`config.mk`:
```
export PLATFORM = sky130hd
export DESIGN_NAME = sample_rate_gate
export DESIGN_NICKNAME = d
export VERILOG_FILES = /design/src/rtl/sample_rate_gate.sv
export SDC_FILE = /design/constraint.sdc
export NUM_CORES = 1
export LEC_CHECK = 0
export BUFFER_PORTS_ARGS = -buffer_cell sky130_fd_sc_hd__buf_2
export CAP_MARGIN = 20
export CORE_UTILIZATION = 44
export CTS_CLUSTER_DIAMETER = 100
export DETAILED_ROUTE_END_ITERATION = 10
export GPL_TIMING_DRIVEN = 0
export PLACE_DENSITY = 0.71
export REMOVE_ABC_BUFFERS = 1
export SLEW_MARGIN = 10
export SYNTH_ARGS = -nofsm -noshare
export SYNTH_HDL_FRONTEND = slang
export SYNTH_SLANG_ARGS = --single-unit
```
`constraint.sdc`:
```
create_clock -name clk -period 0.9 [get_ports clk]
set_input_delay 0.09 -clock clk [delete_from_list [all_inputs] [get_ports clk]]
set_output_delay 0.09 -clock clk [all_outputs]
set_load 0.02 [all_outputs]
```
`src/rtl/sample_rate_gate.sv`:
```
module sample_rate_gate #(
  parameter int DATA_W   = 10,
  parameter int CTRL_W   = 8,
  parameter int MODE_BIT = 1
) (
  input  logic              clk,
  input  logic              rst,
  input  logic [CTRL_W-1:0] fmt_ctrl,
  input  logic              smp_en_n,
  input  logic [DATA_W-1:0] i_in,
  input  logic [DATA_W-1:0] q_in,
  output logic [DATA_W-1:0] i_out,
  output logic [DATA_W-1:0] q_out,
  output logic              proc_en
);

  logic              interp;
  logic              take;
  logic [DATA_W-1:0] i_s1, q_s1;
  logic              v_s1;

  assign interp = fmt_ctrl[MODE_BIT];
  assign take   = interp | ~smp_en_n;

  always_ff @(posedge clk) begin
    if (rst) begin
      i_s1 <= '0;
      q_s1 <= '0;
      v_s1 <= 1'b0;
    end else begin
      v_s1 <= take;
      if (take) begin
        i_s1 <= smp_en_n ? '0 : i_in;
        q_s1 <= smp_en_n ? '0 : q_in;
      end
    end
  end

  always_ff @(posedge clk) begin
    if (rst) begin
      i_out   <= '0;
      q_out   <= '0;
      proc_en <= 1'b0;
    end else begin
      proc_en <= v_s1;
      if (v_s1) begin
        i_out <= i_s1;
        q_out <= q_s1;
      end
    end
  end

  logic [1:0] age;
  always_ff @(posedge clk) begin
    if (rst)            age <= 2'd0;
    else if (age != 2'd2) age <= age + 2'd1;
  end


  strobe_delay_chk: assert property (@(posedge clk) disable iff (rst)
    (age == 2'd2) |-> (proc_en == ($past(fmt_ctrl[MODE_BIT], 2) || !$past(smp_en_n, 2))));


  gated_data_chk: assert property (@(posedge clk) disable iff (rst)
    (age == 2'd2 && !$past(fmt_ctrl[MODE_BIT], 2) && !$past(smp_en_n, 2))
      |-> (i_out == $past(i_in, 2) && q_out == $past(q_in, 2)));


  hold_when_idle_chk: assert property (@(posedge clk) disable iff (rst)
    (age != 2'd0 && !proc_en) |-> ($stable(i_out) && $stable(q_out)));


  zero_stuff_chk: assert property (@(posedge clk) disable iff (rst)
    (age == 2'd2 && $past(fmt_ctrl[MODE_BIT], 2) && $past(smp_en_n, 2))
      |-> (i_out == '0 && q_out == '0));


  reset_clear_chk: assert property (@(posedge clk)
    $past(rst) |-> (i_out == '0 && q_out == '0 && !proc_en));

endmodule

```
# After elaboration in Yosys (flattened, before gate mapping)

Cells that the tools add are included.

Logic and storage cells: 10
Input bits: 31
Register bits: 42

Multiplexer cells: 2
Bitwise gates (word level): 2

Operators by type and width:

| kind              | number |
|---|---|
| 10-bit 2-to-1 mux | 2 |
| 1-bit inverter    | 1 |
| 1-bit bitwise OR  | 1 |

# Longest topological paths before layout

Gate-level depths: netlist of the first run.

Depth after elaboration: 2
Mapped depth: 4
Mapped depth without buffers: 2

# Worst setup path after synthesis of the first run

No wires, ideal clock.

Path type: flip-flop to flip-flop
Start: register v_s1
End: register i_out[9]
Required time: 0.772 ns
Arrival time: 0.818 ns
Stages on the path, launching flop included: 5
Path slack: -0.045 ns
Cells stage by stage: dfxtp_1 clkbuf_2 buf_4 mux2i_1 nor2_1

RTL lines:

| element                | RTL line | text |
|---|---|---|
| start, declared        | 20       | `logic v_s1;` |
| start signal, assigned | 31       | `v_s1 <= take;` |
| end signal, assigned   | 47       | `i_out <= i_s1;` |
| end, declared          | 12       | `output logic [DATA_W-1:0] i_out,` |

==> results of run 1 <==
==> cell usage in the layout, fill, tap and decap left out <==
| cell type | n |
|---|---|
| buf_6 | 23 |
| buf_2 | 22 |
| nor2_1 | 21 |
| dfxtp_2 | 21 |
| inv_1 | 20 |
| nand2_1 | 20 |
| mux2i_1 | 20 |
| dfxtp_1 | 20 |
| o32ai_1 | 18 |
| dlygate4sd3_1 | 7 |
| clkbuf_4 | 5 |
| buf_4 | 4 |
| or2_4 | 1 |
| o2bb2ai_2 | 1 |
| o32ai_2 | 1 |
| a21oi_1 | 1 |
| nor2b_1 | 1 |
| clkbuf_1 | 1 |
| clkbuf_8 | 1 |
| clkinv_2 | 1 |
| buf_12 | 1 |
| dfxtp_4 | 1 |
==> how the worst max path moves through the flow <==
| stage | start | to | slack, ns |
|---|---|---|---|
| 6_report | v_s1 | i_out[5] | -0.02 |
| 5_1_grt | v_s1 | i_out[0] | -0.07 |
| 4_1_cts | v_s1 | i_out[5] | -0.02 |
| 3_5_place_dp | v_s1 | i_out[7] | -0.52 |
| 3_3_place_gp | v_s1 | q_out[7] | -0.68 |
| 2_1_floorplan | v_s1 | i_out[0] | -0.41 |
==> layout make-up <==
cell class,count,area (um2)
multi-input combinational,84,563
timing repair buffer,57,489
clock buffer,7,55.1
fill,281,1270
clock inverter,1,5.00
tap,46,57.6
inverter,20,75.1
sequential,42,871
==> through the flow <==
step                worst slack [ns]  utilization [%]
finish                       -0.0152             62.4
global route                 -0.0693             62.4
CTS                          -0.0192             62.1
detailed placement            -0.522             52.3
global placement              -0.684             51.8
floorplan                     -0.415                -
==> worst register-to-register path, delay by kind of cell, from the launching register on <==
family / cells / cell delay (ns)
DFF: 1 / 0.40
muxes: 1 / 0.19
buffers and inverters: 1 / 0.15
and+or+nand+nor: 1 / 0.05
==> routing by layer <==
layer / up-vias / share of wire (%) / global-route usage, %
li1: 635 / - / -
met1: 562 / 42 / 19.9
met5: - / 0 / 0
met3: 5 / 5.1 / 5.80
met2: 36 / 51 / 29.3
met4: 0 / 1.5 / 7.62
==> power by group through the flow <==
| stage | combinational, mW | clock, mW | sequential, mW |
|---|---|---|---|
| floorplan | 0.134 | 0 | 2.06 |
| global route | 0.465 | 1.06 | 1.99 |
| CTS | 0.423 | 0.951 | 1.98 |
| detailed placement | 0.334 | 0 | 2.03 |
| global placement | 0.304 | 0 | 2.03 |
| finish | 0.427 | 0.929 | 1.98 |
==> logic make-up (layout without fill, tap and decap cells) <==
family	Yosys count	in the layout	share of synthesized area [%]
compound gates	21	21	12.3
buf+inv	35	85	10.7
flops	42	42	53.5
mux	20	20	12.7
simple gates	43	43	10.7
==> registers in the layout (all words and copies together) (netlist names) <==
signal / count
v_s1: 1
q_s1: 10
q_out: 10
i_out: 10
proc_en: 1
i_s1: 10
==> what timing repair did <==
item                                    4_1_cts  5_1_grt
hold endpoints to repair                      6        1
gates resized for setup                      69        0
endpoints found under the setup margin       61       41
buffers inserted                              5        0
pin swaps                                     0        0
hold buffers                                  6        1
==> impl_metrics.env, run 1 <==
export IMPL_final_setup_tns_ns=-0.0410
export IMPL_post_route_minimum_period_ns=0.915
export IMPL_fin_worst_skew_ns=0.00778
export IMPL_chipWidth_um=61.8
export IMPL_worst_endpoint_arrival_ns=1.13
export IMPL_place_inst=237
export IMPL_ys_top_cells_by_area="dfxtp_1 54%, mux2i_1 13%, o32ai_1 10%, nor2_1 5.0%, inv_1 4.8%"
export IMPL_num_vias=1238
export IMPL_cellPowerDensity_nw_per_um2=1580
export IMPL_globalRouteTotalUtil_pct=17.3
export IMPL_netlist_cell_type_count=16
export IMPL_cts_root_buf="clkbuf_4"
export IMPL_p_sw_share_pct=24.1
export IMPL_tritoncts_num_buffers=5
export IMPL_synth_seq_area_share_pct=53.5
export IMPL_grt_overflow=0
export IMPL_detailedRoute_firstIterationViolations=37
export IMPL_worst_setup_path_class="register to register"
export IMPL_final_layout_size_suffix_gt1_share_pct=38.9
export IMPL_die_height_um=61.8
export IMPL_ys_async_sr_fraction_pct=0
export IMPL_firstDrtPassIters=4
export IMPL_postLayoutSetupSlackWorst_ns=-0.0152
export IMPL_total_power_mw=3.34
export IMPL_grt_start_max_net_pins=44
export IMPL_required_ns=1.11
export IMPL_fp_dieArea_um2=3810
export IMPL_critical_path_slowest_cell="dfxtp_4"
export IMPL_place_area_um2=1770
export IMPL_finalCritPeriodShare_pct=102
export IMPL_max_cap_violations=0
export IMPL_first_global_vias=1092
export IMPL_vdd_drop_max_mv=1.32
export IMPL_worst_r2r_path_depth=3
export IMPL_routedWlPerCell_um=12.4
export IMPL_postRouteAntennaNets=0
export IMPL_cts_reportedPaths_clkPinSlew_ns=0.11
export IMPL_worstReg2RegStart="v_s1"
export IMPL_drc_violations_left=0
export IMPL_share_clk_of_total_power_pct=27.8
export IMPL_critical_path_cell_count=3
export IMPL_yosys_warnings=0
export IMPL_antenna_found_initial=0
export IMPL_grt_setup_unrepaired="yes"
export IMPL_max_slew_margin_pct=55.0
export IMPL_top_level_pins=52
export IMPL_ys_dominant_reg_cell="dfxtp_1"
export IMPL_crit_reg2reg_capture="i_out[5]"
export IMPL_yosysTopAreaCell="dfxtp_1"
export IMPL_wire_length_of_the_first_global_routing_pass_mm=4.71
export IMPL_leakage_nw=0.952
export IMPL_holdWs_ns=0.00456
export IMPL_internal_power_mw=2.53
export IMPL_worst_path_dominant_cell_family="flip-flops"
export IMPL_critPathCaptureType="register"
export IMPL_ys_ff_latch=42
export IMPL_post_synth_cell_area_avg_um2=9.76
export IMPL_synth_most_common_cell="dfxtp_1"
export IMPL_dp_hpwl_mm=1.91
export IMPL_commonest_cells_in_the_synthesized_netlist="42 x dfxtp_1, 21 x nor2_1, 20 x inv_1, 20 x mux2i_1, 20 x nand2_1"
export IMPL_timing_critical_path_fanout_max=10
export IMPL_report_final_hold_viol_count=0
export IMPL_crit_path_start_kind="register"
export IMPL_count_of_flip_flops_with_a_built_in_enable_after_synthesis=0
export IMPL_report_final_slew_viol_count=0
export IMPL_synth_top_area_share_pct=53.5
export IMPL_transition_time_at_the_pin_with_the_least_slew_margin_ns=0.675
export IMPL_via_per_inst=4.82
export IMPL_crit_path_max_incr_delay_ns=0.40
export IMPL_worst_hold_path_endpoint="q_s1[3]"
export IMPL_areaGrowthSynthToFinish_pct=34.6
export IMPL_layout_cell_area_non_filler_um2=2120
export IMPL_worst_hold_path_num_cells=3
export IMPL_critical_path_buf_inv_count=1
export IMPL_routed_wl_mm=3.17
export IMPL_class_of_the_most_critical_hold_timing_path="input pin to register"
export IMPL_placement_io_buffers=44
export IMPL_seq_power_share_pct=59.4
export IMPL_place_gp_congestion=0.634
export IMPL_outcome="complete, but fails checks"
export IMPL_rows=21
export IMPL_synth_cells=161
export IMPL_fmax_mhz=1090
export IMPL_core_area_um2=3390
export IMPL_netlist_area_um2=1570
export IMPL_total_number_of_clock_tree_sinks=42
export IMPL_fin_nets=241
export IMPL_start_util_pct=46.4
export IMPL_failed_checks="setup timing"
export IMPL_setup_viol_count_final=4
export IMPL_power_switching_mw=0.805
export IMPL_skew_pair_late_insertion_delay_ns=0.33
export IMPL_max_clock_path_buffers=2
export IMPL_finish_cell_count_without_fillers=257
export IMPL_comb_power_share_pct=12.8
export IMPL_start_point_of_the_worst_hold_path="q_in[3]"
export IMPL_regToRegSetupSlack_ns=-0.02
export IMPL_cts_tree="yes"
export IMPL_crit_path_cell_trace="buf_12, mux2i_1, nor2_1"
export IMPL_ctsHtreeMaxLevel=2
export IMPL_antenna_cells=0
Note: power is estimated with default switching activity, not from simulation.
==> run 2, diff against run 1 <==
Settings changed: CAP_MARGIN 20 to unset, CORE_UTILIZATION 44 to 49, PLACE_DENSITY 0.71 to 0.75.
Clock period 0.9 ns to 0.85 ns, I/O delays scaled along.
==> run 2 against run 1 <==
The flow still finishes with violations (setup timing); combinational power increased by 19%; design area increased by 6.2%; flip-flop and latch count unchanged; sequential power increased by 6%; non-clock buffer count increased by 13; critical path depth unchanged; routed wire length increased by 9.4%; cell count increased by 4.3%; first-iteration DRC count increased by 59%; clock power increased by 7.5%; largest cell class unchanged; highest routed layer unchanged.
==> impl_metrics.env, run 2 (synthesized netlist as in run 1, its figures left out) <==
export IMPL_outcome="complete, but fails checks"
export IMPL_failed_checks="setup timing"
export IMPL_report_final_slew_viol_count=0
export IMPL_via_per_inst=4.96
export IMPL_transition_time_at_the_pin_with_the_least_slew_margin_ns=0.718
export IMPL_crit_reg2reg_capture="i_out[6]"
export IMPL_postRouteAntennaNets=0
export IMPL_critPathCaptureType="register"
export IMPL_post_route_minimum_period_ns=0.935
export IMPL_detailedRoute_firstIterationViolations=59
export IMPL_routedWlPerCell_um=13.0
export IMPL_fin_worst_skew_ns=0.00956
export IMPL_postLayoutSetupSlackWorst_ns=-0.0847
export IMPL_max_slew_margin_pct=52.2
export IMPL_worst_endpoint_arrival_ns=1.17
export IMPL_grt_setup_unrepaired="yes"
export IMPL_core_area_um2=3050
export IMPL_worst_setup_path_class="register to register"
export IMPL_top_level_pins=52
export IMPL_leakage_nw=1.01
export IMPL_final_layout_size_suffix_gt1_share_pct=36.6
export IMPL_place_inst=234
export IMPL_start_util_pct=51.5
export IMPL_total_number_of_clock_tree_sinks=42
export IMPL_finalCritPeriodShare_pct=110
export IMPL_cts_reportedPaths_clkPinSlew_ns=0.11
export IMPL_worstReg2RegStart="v_s1"
export IMPL_endpoint="i_out[6]"
export IMPL_timing_critical_path_fanout_max=5
export IMPL_final_setup_tns_ns=-1.93
export IMPL_placement_io_buffers=44
export IMPL_grt_start_max_net_pins=44
export IMPL_chipWidth_um=58.6
export IMPL_ctsHtreeMaxLevel=2
export IMPL_fmax_mhz=1070
export IMPL_cts_root_buf="clkbuf_4"
export IMPL_rows=20
export IMPL_antenna_found_initial=0
export IMPL_drc_violations_left=0
export IMPL_report_final_hold_viol_count=0
export IMPL_areaGrowthSynthToFinish_pct=43.0
export IMPL_vdd_drop_max_mv=1.40
export IMPL_skew_pair_late_insertion_delay_ns=0.35
export IMPL_class_of_the_most_critical_hold_timing_path="input pin to register"
export IMPL_tritoncts_num_buffers=5
export IMPL_max_cap_violations=0
export IMPL_crit_path_start_kind="register"
export IMPL_fin_nets=254
export IMPL_regToRegSetupSlack_ns=-0.08
export IMPL_placement_setup_worst_slack_ns=-0.786
export IMPL_grt_overflow=0
export IMPL_firstDrtPassIters=4
export IMPL_first_global_vias=1240
export IMPL_setup_viol_count_final=41
export IMPL_wire_length_of_the_first_global_routing_pass_mm=5.48
export IMPL_layout_common_cells="22 x buf_2, 22 x buf_6, 21 x nor2_1, 21 x dfxtp_2"
export IMPL_finish_cell_count_without_fillers=268
export IMPL_cts_tree="yes"
export IMPL_cellPowerDensity_nw_per_um2=1610
export IMPL_worstSetupStartpoint="v_s1"
export IMPL_antenna_cells=0
export IMPL_worst_r2r_path_depth=3
export IMPL_die_height_um=58.6
export IMPL_place_gp_congestion=0.620
export IMPL_globalRouteTotalUtil_pct=21.8
export IMPL_num_vias=1329
export IMPL_required_ns=1.08
export IMPL_fp_dieArea_um2=3440
export IMPL_routed_wl_mm=3.47
export IMPL_dp_hpwl_mm=1.86
export IMPL_max_clock_path_buffers=2
run 2: cell count changes in the layout (fill, tap and decap cells not counted), sizes merged:
| cell | before | now |
|---|---|---|
| dlygate4sd3 | 7 | 20 |
run 2: area by class of cell:
type                       instances  area, um2
clock buffer                       7       55.1
clock inverter                     1       5.00
fill                             242        806
inverter                          20       75.1
multi-input combinational         84        563
sequential                        42        871
tap                               44       55.1
timing repair buffer              70        623
run 2: where the power goes:
group	internal (mW)	leakage, nW	switching, mW
Clock	0.401	0.0353	0.598
Combinational	0.272	0.618	0.238
Sequential	2.05	0.354	0.0494
run 2: critical path, cell delays in order, from the launching register on:
cell and delay, ns:
dfxtp_4 0.40, buf_8 0.14, mux2i_1 0.22, nor2_1 0.06
run 2: worst min-delay path by stage:
stage,endpoint,cells after the start,from
detailed placement,q_s1[7],2,q_in[7]
CTS,i_s1[4],3,i_in[4]
finish,i_s1[4],3,i_in[4]
floorplan,v_s1,1,rst
global route,i_s1[4],3,i_in[4]
global placement,q_s1[7],2,q_in[7]
run 2: routing by layer:
metal / GRT usage [%] / routed length (um) / vias to the layer above
met2: 38.4 / 1690 / 49
li1: - / - / 657
met5: 0 / 0 / -
met1: 25.0 / 1530 / 616
met3: 7.69 / 207 / 7
met4: 6.12 / 38 / 0
run 2: repair_timing:
action	in CTS	in global routing
endpoints found under the hold margin	19	1
endpoints found under the setup margin	62	41
pin swaps	0	0
setup buffers	5	1
hold buffers	19	1
resized for setup	70	1
run 2: stage by stage:
step                      instance area (um2)  utilization [%]  total power [mW]  hold slack (ns)
final                                    2250             73.6              3.61           0.0182
after global routing                     2250             73.6              3.78           0.0155
after CTS                                2230             72.9              3.61          0.00527
after detailed placement                 1750             57.5              2.50            0.307
after global placement                   1750             57.5              2.48            0.295
after floorplan                          1480                -              2.32            0.154
